<file path="config.mk">
export PLATFORM = sky130hd
export DESIGN_NAME = shared_lfsr_sng
export DESIGN_NICKNAME = d
export VERILOG_FILES = /design/src/rtl/sng_pkg.sv /design/src/rtl/sng_lfsr.sv /design/src/rtl/sng_ctrl.sv /design/src/rtl/sng_lane.sv /design/src/rtl/shared_lfsr_sng.sv
export SDC_FILE = /design/constraint.sdc
export NUM_CORES = 1
export LEC_CHECK = 0
export ABC_AREA = 1
export BUFFER_PORTS_ARGS = -buffer_cell sky130_fd_sc_hd__buf_2
export CAP_MARGIN = 20
export CELL_PAD_IN_SITES_DETAIL_PLACEMENT = 1
export CELL_PAD_IN_SITES_GLOBAL_PLACEMENT = 1
export CORE_MARGIN = 2
export CORE_UTILIZATION = 44
export DETAILED_ROUTE_END_ITERATION = 10
export PLACE_DENSITY = 0.81
export SLEW_MARGIN = 30
export SYNTH_ARGS = -nofsm -noshare
export SYNTH_HDL_FRONTEND = slang
export SYNTH_HIERARCHICAL = 1
export SYNTH_SLANG_ARGS = --single-unit
</file>
<file path="constraint.sdc">
create_clock -name clk -period 4.99 [get_ports clk]
set_input_delay 0.2495 -clock clk [delete_from_list [all_inputs] [get_ports clk]]
set_output_delay 0.2495 -clock clk [all_outputs]
set_load 0.02 [all_outputs]
</file>
<file path="src/rtl/sng_pkg.sv">
package sng_pkg;
  localparam int WORD_W = 8;
  // Feedback mask: bits 7,5,4,3 of the state (x^8+x^6+x^5+x^4+1)
  localparam logic [WORD_W-1:0] FB_MASK = 8'hB8;
  localparam logic [WORD_W-1:0] SAFE_SEED = 8'h01;
  localparam int CONV_LEN = 1 << WORD_W;
endpackage

</file>
<file path="src/rtl/sng_lfsr.sv">
module sng_lfsr
  import sng_pkg::*;
(
  input  logic              clk,
  input  logic              rst_n,
  input  logic              load_i,
  input  logic [WORD_W-1:0] seed_i,
  input  logic              step_i,
  output logic [WORD_W-1:0] state_o
);
  logic [WORD_W-1:0] state_q, state_d;
  logic              fb;

  always_comb begin
    fb      = ^(state_q & FB_MASK);
    state_d = state_q;
    if (load_i)      state_d = (seed_i == '0) ? SAFE_SEED : seed_i;
    else if (step_i) state_d = {state_q[WORD_W-2:0], fb};
  end

  always_ff @(posedge clk or negedge rst_n) begin
    if (!rst_n)                 state_q <= SAFE_SEED;
    else if (load_i || step_i)  state_q <= state_d;
  end

  assign state_o = state_q;

  AST_NO_LOCKUP: assert property (@(posedge clk) disable iff (!rst_n)
    state_q != '0);
  AST_SHIFT_RULE: assert property (@(posedge clk) disable iff (!rst_n)
    (step_i && !load_i) |=> state_q[WORD_W-1:1] == $past(state_q[WORD_W-2:0]));
endmodule

</file>
<file path="src/rtl/sng_ctrl.sv">
module sng_ctrl
  import sng_pkg::*;
(
  input  logic clk,
  input  logic rst_n,
  input  logic start_i,
  output logic accept_o,
  output logic busy_o,
  output logic last_o
);
  localparam logic [WORD_W-1:0] LAST_IDX = WORD_W'(CONV_LEN - 1);

  logic              busy_q, busy_d;
  logic [WORD_W-1:0] cnt_q, cnt_d;
  logic              cnt_en;

  always_comb begin
    accept_o = start_i && !busy_q;
    last_o   = busy_q && (cnt_q == LAST_IDX);
    busy_d   = busy_q;
    cnt_d    = cnt_q;
    cnt_en   = accept_o || busy_q;
    if (accept_o) begin
      busy_d = 1'b1;
      cnt_d  = '0;
    end else if (busy_q) begin
      cnt_d = cnt_q + 1'b1;
      if (last_o) busy_d = 1'b0;
    end
  end

  always_ff @(posedge clk or negedge rst_n) begin
    if (!rst_n) begin
      busy_q <= 1'b0;
      cnt_q  <= '0;
    end else if (cnt_en) begin
      busy_q <= busy_d;
      cnt_q  <= cnt_d;
    end
  end

  assign busy_o = busy_q;

  AST_DONE_THEN_IDLE: assert property (@(posedge clk) disable iff (!rst_n)
    last_o |=> !busy_o);
  AST_START_IGNORED: assert property (@(posedge clk) disable iff (!rst_n)
    (busy_o && !last_o) |=> (busy_o && cnt_q == WORD_W'($past(cnt_q) + 1'b1)));
  AST_FULL_LENGTH: assert property (@(posedge clk) disable iff (!rst_n)
    $rose(busy_o) |-> cnt_q == '0);
endmodule

</file>
<file path="src/rtl/sng_lane.sv">
module sng_lane
  import sng_pkg::*;
#(
  parameter int LANE = 0
) (
  input  logic              clk,
  input  logic              rst_n,
  input  logic              en_i,
  input  logic              zero_i,
  input  logic [WORD_W-1:0] word_i,
  input  logic [WORD_W-1:0] operand_i,
  output logic              bit_o
);
  logic [WORD_W-1:0] perm;
  logic [WORD_W-1:0] cmp_word;

  for (genvar p = 0; p < WORD_W; p++) begin : g_wire
    localparam int SRC = p ^ LANE;
    assign perm[p] = word_i[SRC];
  end

  always_comb begin
    cmp_word = zero_i ? '0 : perm;
    bit_o    = en_i && (cmp_word < operand_i);
  end

  AST_ZERO_OPERAND: assert property (@(posedge clk) disable iff (!rst_n)
    (operand_i == '0) |-> !bit_o);
  AST_PAD_CYCLE: assert property (@(posedge clk) disable iff (!rst_n)
    (en_i && zero_i && operand_i != '0) |-> bit_o);
endmodule

</file>
<file path="src/rtl/shared_lfsr_sng.sv">
module shared_lfsr_sng
  import sng_pkg::*;
#(
  parameter int LANES = 8
) (
  input  logic                     clk,
  input  logic                     rst_n,
  input  logic                     start_i,
  input  logic [WORD_W-1:0]        seed_i,
  input  logic [LANES*WORD_W-1:0]  operand_i,
  output logic [LANES-1:0]         bits_o,
  output logic                     valid_o,
  output logic                     done_o
);
  localparam int OPND_W = LANES * WORD_W;

  logic [1:0]        rst_sync_q;
  logic              rst_s;
  logic              accept, busy, last;
  logic [WORD_W-1:0] lfsr_word;
  logic [OPND_W-1:0] opnd_q;

  always_ff @(posedge clk or negedge rst_n) begin
    if (!rst_n) rst_sync_q <= 2'b00;
    else        rst_sync_q <= {rst_sync_q[0], 1'b1};
  end
  assign rst_s = rst_sync_q[1];

  sng_ctrl u_ctrl (
    .clk      (clk),
    .rst_n    (rst_s),
    .start_i  (start_i),
    .accept_o (accept),
    .busy_o   (busy),
    .last_o   (last)
  );

  sng_lfsr u_lfsr (
    .clk     (clk),
    .rst_n   (rst_s),
    .load_i  (accept),
    .seed_i  (seed_i),
    .step_i  (busy),
    .state_o (lfsr_word)
  );

  always_ff @(posedge clk or negedge rst_s) begin
    if (!rst_s)      opnd_q <= '0;
    else if (accept) opnd_q <= operand_i;
  end

  for (genvar k = 0; k < LANES; k++) begin : g_lane
    sng_lane #(.LANE(k)) u_lane (
      .clk       (clk),
      .rst_n     (rst_s),
      .en_i      (busy),
      .zero_i    (last),
      .word_i    (lfsr_word),
      .operand_i (opnd_q[k*WORD_W +: WORD_W]),
      .bit_o     (bits_o[k])
    );
  end

  assign valid_o = busy;
  assign done_o  = last;

  AST_OPND_HELD: assert property (@(posedge clk) disable iff (!rst_s)
    (busy && $past(busy)) |-> $stable(opnd_q));
  AST_IDLE_QUIET: assert property (@(posedge clk) disable iff (!rst_s)
    !valid_o |-> (bits_o == '0 && !done_o));
  AST_DONE_IN_CONV: assert property (@(posedge clk) disable iff (!rst_s)
    done_o |-> valid_o);
endmodule

</file>
==> results of run 1 <==
## cells by family (layout without fill, tap and decap cells)
group | Yosys count | after routing | synth area share
compound gates | 38 | 38 | 0.0429
fa+ha+maj | 57 | 57 | 0.127
buf+inv | 188 | 271 | 0.152
flops | 83 | 83 | 0.371
other cells | 1 | 1 | 0.000670
simple gates | 443 | 443 | 0.306
## path summary, 6_finish.rpt
kind / cells after the start / end / slack (ns) / start
max in group asynchronous: 1 / opnd_q[36] / 4.02 / rst_sync_q[1]
worst min register to register: 0 / opnd_q[3] / 0.32 / rst_sync_q[1]
worst min-delay path: 3 / opnd_q[11] / 0.1 / operand_i[11]
worst max register to register: 9 / u_lfsr/state_o[4] / 2.81 / u_ctrl/busy_o
worst max-delay path: 12 / bits_o[6] / 1.16 / u_ctrl/cnt_q[0]
min in group asynchronous: 2 / rst_sync_q[1] / 0.22 / rst_n
## Yosys cell counts (all sizes together)
cell	instances	area share
a31oi	2	0.0022
nor2	91	0.065
dfrtp	82	0.37
clkbuf	6	0.015
nor3	3	0.0027
conb	1	0.00067
o21ai	6	0.0054
inv	166	0.11
a21oi	21	0.024
dfstp	1	0.0047
a22o	1	0.0018
ha	57	0.13
a211oi	2	0.0027
nand2	331	0.22
o22ai	6	0.0067
buf	16	0.025
nand3	18	0.016
## sequential cells by signal (all words and copies together), names as in the netlist
register	cells
opnd_q	64
u_ctrl/cnt_q	8
u_lfsr/state_o	8
rst_sync_q	2
u_ctrl/busy_o	1
## through the flow
stage | cells | cell area, um2 | utilization
2_1_floorplan | 810 | 5600 | -
3_3_place_gp | 1047 | 6050 | 0.483
3_5_place_dp | 1048 | 6070 | 0.485
4_1_cts | 1065 | 6370 | 0.509
5_1_grt | 1065 | 6370 | 0.509
6_report | 1065 | 6370 | 0.509
## worst reg2reg max path, cell delays in order, from the launching register on
cell and delay (ns):
dfrtp_1 0.38, buf_4 0.24, inv_1 0.12, nand2_2 0.10, inv_2 0.09, buf_4 0.63, nor2_4 0.11, inv_4 0.13
o22ai_1 0.09, a31oi_1 0.19
## power groups by stage
stage,registers [mW],clock network (mW),logic (mW)
6_report,1.18,0.678,1.74
3_3_place_gp,1.18,0,1.54
5_1_grt,1.21,0.715,2.04
3_5_place_dp,1.19,0,1.73
2_1_floorplan,1.08,0,1.29
4_1_cts,1.18,0.690,1.77
## layout make-up
class,count,area [um2],share of cell area
Timing Repair Buffer,89,473,0.0743
Inverter,166,631,0.0990
Clock inverter,2,35.0,0.00550
Multi-Input combinational cell,539,2680,0.421
Sequential cell,83,2080,0.327
Clock buffer,14,254,0.0399
Tap cell,172,215,0.0338
## per-layer routing
layer | vias to the layer above | routed length, um | global-route usage
met1 | 2421 | 6360 | 0.271
met4 | 0 | 373 | 0.0949
li1 | 2543 | - | -
met5 | - | 0 | 0
met2 | 73 | 8140 | 0.459
met3 | 30 | 418 | 0.0335
==> out/results.ini, run 1 <==
[run_status]
status = finished clean

[clock_tree]
clockBufferDepth = 2
htreeDepth = 3
clkSinkCount = 83
post_cts_resized = 0
cts_made_buffers = 9
cts_tree = yes
post_cts_buffers = 0
ctsHoldBuffers = 1
cts.clk_slew.worst_paths_ns = 0.06
clockRootBuffer = clkbuf_16
clk_latency_ns = 0.35

[setup_path]
critical_path_buf_inv_count = 2
crit_path_top_delay_cell = nor2_4
crit_chain = ha_1, nand2_1, nor2_4, nand2_1, nor2_4, buf_4, nor2_1, ha_1, a211oi_1, o21ai_0, a21oi_2, buf_2
crit_required_ns = 4.74
cp_top_family = simple AND/OR/NAND/NOR gates
critPathLaunchType = flip-flop
worstSetupPathType = reg -> out
crit_fanout = 33
arrival_ns = 3.58
slowest_delay_ns = 0.60
end_kind = primary output

[timing]
worstMarginPinSlew_ns = 0.790
fin_tns_setup_ns = 0
setup_viol = 0
fin_ws_ns = 1.16
timing.final.crit_period_ns = 3.83
hold_viol = 0
fin_worst_skew_ns = 0.00775
whs_ns = 0.0968
period_share = 0.767
max_slew_margin = 0.474
rsz0062_at_grt = no
timing.fmax_mhz = 261
slew_violations = 0

[route]
first_pass_iters = 4
vias_per_cell = 4.76
ant_nets = 0
drcViolationCount = 0
finalWirelength_mm = 15.3
first_iter_violations = 142
drt-wirelength-per-cell_um = 14.4
vias = 5067

[die]
ios = 85
initial_utilization = 0.447
die_area_um2 = 13600
core_um2 = 12500
fp.dieH_um = 117
rows = 41
die_w_um = 117

[yosys]
synth_seq_cells = 83
synth_area_per_cell_um2 = 6.91
syn-num-nets = 942
synth_cells = 810
syn_area_um2 = 5600
ys_seq_area_frac = 0.371
ys_types = 25
yosys_warnings = 6

[final_layout]
drive_above_1_share = 0.144
n_fill_cell = 1756
syn2layout_area_growth_pct = 13.7
final_common_cell = nand2_1
nNetsFinal = 1020
final_cell_mix = nand2_1, inv_1, nor2_1
antenna_cells = 0

[power_and_ir_drop]
p_per_area_nw_per_um2 = 565
power_frac_clock = 0.188
seqPwrFrac = 0.328
power.total_mw = 3.60
p_comb_frac = 0.484
sw_frac_of_total = 0.448
vdd_drop_max_mv = 0.225
p_sw_mw = 1.61
p_int_mw = 1.99
leakage_nw = 3.91

[place]
place_congestion = 0.773
hpwlAfterDp_mm = 10.8
dp_slack_ns = 1.58
port_buffers = 84

[grt]
grt_pass1_vias = 5466
antenna_found_initial = 0
grt_max_degree = 77
grt-ovfl-total = 0
grt_pass1_wl_mm = 25.4
gr-usage-all-layers = 0.241

[run]
drv_cap = 0

[hold_path]
hold_class = in -> reg

(Power assumes the default switching activity.)
==> inputs of run 2 (changes only) <==
--- a/config.mk
+++ b/config.mk
@@ -11,9 +11,9 @@
 export CELL_PAD_IN_SITES_DETAIL_PLACEMENT = 1
 export CELL_PAD_IN_SITES_GLOBAL_PLACEMENT = 1
 export CORE_MARGIN = 2
-export CORE_UTILIZATION = 44
+export CORE_UTILIZATION = 41
 export DETAILED_ROUTE_END_ITERATION = 10
-export PLACE_DENSITY = 0.81
+export PLACE_DENSITY = 0.76
 export SLEW_MARGIN = 30
 export SYNTH_ARGS = -nofsm -noshare
 export SYNTH_HDL_FRONTEND = slang
==> constraint.sdc (replaced) <==
create_clock -name clk -period 3.9 [get_ports clk]
set_input_delay 0.195 -clock clk [delete_from_list [all_inputs] [get_ports clk]]
set_output_delay 0.195 -clock clk [all_outputs]
set_load 0.02 [all_outputs]
==> run 2 against run 1 <==
Net effect: cell area increased by 0.57%; clock skew up 0.0077 ns; first-iteration DRC count grew 60%; via count is 0.79% lower; clock power increased by 35%; worst setup slack worse by 0.38 ns; combinational power grew 25%; die area increased by 7.1%; largest cell class unchanged; sequential share of layout area fell by 0.19 points; register-to-register slack lost 1.4 ns; routed wire length down 2.7%.
==> out/results.ini, run 2 (synthesized netlist as in run 1, its figures left out) <==
[run_status]
status = finished clean

[final_layout]
final_cells = 1070  ; +0.47%
antenna_cells = 0  ; unchanged
largest_reg_flops = 64  ; unchanged
syn2layout_area_growth_pct = 14.4
final_cell_mix = nand2_1, inv_1, nor2_1
final_common_cell = nand2_1
nNetsFinal = 1021  ; +0.098%
largest_register = opnd_q
drive_above_1_share = 0.150  ; +0.00543

[power_and_ir_drop]
p_per_area_nw_per_um2 = 720  ; +27%
vdd_drop_max_mv = 0.256  ; +14%
leakage_nw = 3.92  ; +0.43%

[setup_path]
ff2ff_setup_slack_ns = 1.45  ; -1.36 ns
arrival_ns = 2.92  ; -0.66 ns
crit_path_top_delay_cell = buf_4
critPathLaunchType = flip-flop
reg2reg_from = u_ctrl/busy_o
ff2ff_path_depth = 9  ; unchanged
crit_required_ns = 3.70  ; -1.04 ns
worstReg2RegEnd = u_lfsr/state_o[7]
worstSetupPathType = reg -> out
crit_fanout = 41  ; +24%
endpoint = bits_o[6]
crit_chain = ha_1, nand2_1, nor2_4, nand2_1, nor2_4, buf_4, nor2_1, ha_1, a211oi_1, o21ai_0, a21oi_2, buf_2
startpoint = u_ctrl/cnt_q[1]
end_kind = primary output
slowest_delay_ns = 0.39  ; -0.21 ns

[die]
ios = 85  ; unchanged
die_area_um2 = 14600  ; +7.1%
die_w_um = 121  ; +3.5%
initial_utilization = 0.421  ; -0.0262
fp.dieH_um = 121  ; +3.5%
rows = 42  ; +2.4%
core_um2 = 13300  ; +6.2%

[timing]
max_slew_margin = 0.514  ; +0.0402
slew_violations = 0  ; unchanged
fin_tns_setup_ns = 0  ; unchanged
setup_viol = 0  ; unchanged
timing.fmax_mhz = 321
worstMarginPinSlew_ns = 0.728  ; -0.0613 ns
fin_worst_skew_ns = 0.0154  ; +0.00770 ns
rsz0062_at_grt = no
timing.final.crit_period_ns = 3.12
period_share = 0.800
fin_ws_ns = 0.780  ; -0.383 ns
hold_viol = 0  ; unchanged

[clock_tree]
clockBufferDepth = 2  ; unchanged
clk_latency_ns = 0.36  ; about the same
clkSinkCount = 83  ; unchanged
cts_tree = yes
clockRootBuffer = clkbuf_16
cts.clk_slew.worst_paths_ns = 0.07  ; about the same
post_cts_buffers = 0  ; unchanged
htreeDepth = 3  ; unchanged
cts_made_buffers = 9  ; unchanged

[route]
drcViolationCount = 0  ; unchanged
ant_nets = 0  ; unchanged
vias = 5027  ; -0.79%
first_iter_violations = 227  ; +60%
drt-wirelength-per-cell_um = 13.9  ; -3.2%
first_pass_iters = 4  ; unchanged
finalWirelength_mm = 14.9  ; -2.7%
vias_per_cell = 4.70  ; -1.3%

[place]
hpwlAfterDp_mm = 10.5  ; -2.6%
place_congestion = 0.779  ; +0.75%
dp_cells = 1053  ; +0.48%
port_buffers = 84  ; unchanged
dp_slack_ns = 1.20  ; -0.385 ns

[grt]
grt_pass1_wl_mm = 25.2  ; -0.76%
grt_pass1_vias = 5439  ; -0.49%
grt-ovfl-total = 0  ; unchanged
antenna_found_initial = 0  ; unchanged
grt_max_degree = 65  ; -16%
gr-usage-all-layers = 0.221  ; -0.0200

[run]
drv_cap = 0  ; unchanged

[hold_path]
hold_class = in -> reg

==> run 2: critical path: cells and delay by family, from the launching register on <==
family | cells | cell delay (ns)
buffers and inverters | 2 | 0.56
AOI/OAI and AO/OA | 3 | 0.50
and+or+nand+nor | 5 | 0.62
adders and majority gates | 2 | 0.48
DFF | 1 | 0.38
==> run 2: through the flow <==
stage,hold WS (ns),total power [mW],instance area [um2],util
global placement,-0.0189,3.51,6060,0.456
floorplan,-0.101,3.03,5600,-
global route,0.0327,5.13,6400,0.482
CTS,0.0241,4.68,6400,0.482
finish,0.0323,4.61,6400,0.482
detailed placement,-0.0114,3.72,6080,0.457
==> run 2: per-layer routing <==
layer / up-vias / wire length, um / part of all wire / GRT usage
li1: 2544 / - / - / -
met1: 2392 / 6580 / 0.44 / 0.257
met2: 76 / 7580 / 0.51 / 0.401
met3: 15 / 510 / 0.034 / 0.0522
met4: 0 / 218 / 0.015 / 0.0683
met5: - / 0 / 0 / 0
==> run 2: worst min path at each step <==
stage,from,to,depth (start not counted)
floorplan,rst_n,rst_sync_q[0],0
global placement,rst_n,rst_sync_q[0],1
detailed placement,rst_n,rst_sync_q[0],1
CTS,operand_i[36],opnd_q[36],3
global route,operand_i[46],opnd_q[46],3
finish,operand_i[46],opnd_q[46],3
==> run 2: power breakdown <==
part	internal [mW]	switching, mW	total [mW]
clock	0.534	0.383	0.917
combinational	0.866	1.31	2.18
sequential	1.15	0.362	1.52
total	2.55	2.06	4.61
==> run 2: cell type report <==
cell class                 count  area, um2
clock buffer                  11        253
clock inverter                 5       60.1
fill                        1814       6890
inverter                     166        631
multi-input combinational    539       2680
sequential                    83       2080
tap                          176        220
timing repair buffer          90        480
==> run 2: what timing repair did <==
action / CTS / global route
hold buffers: 1 / 0
hold endpoints to repair: 2 / 0
gates resized for setup: 0 / 0
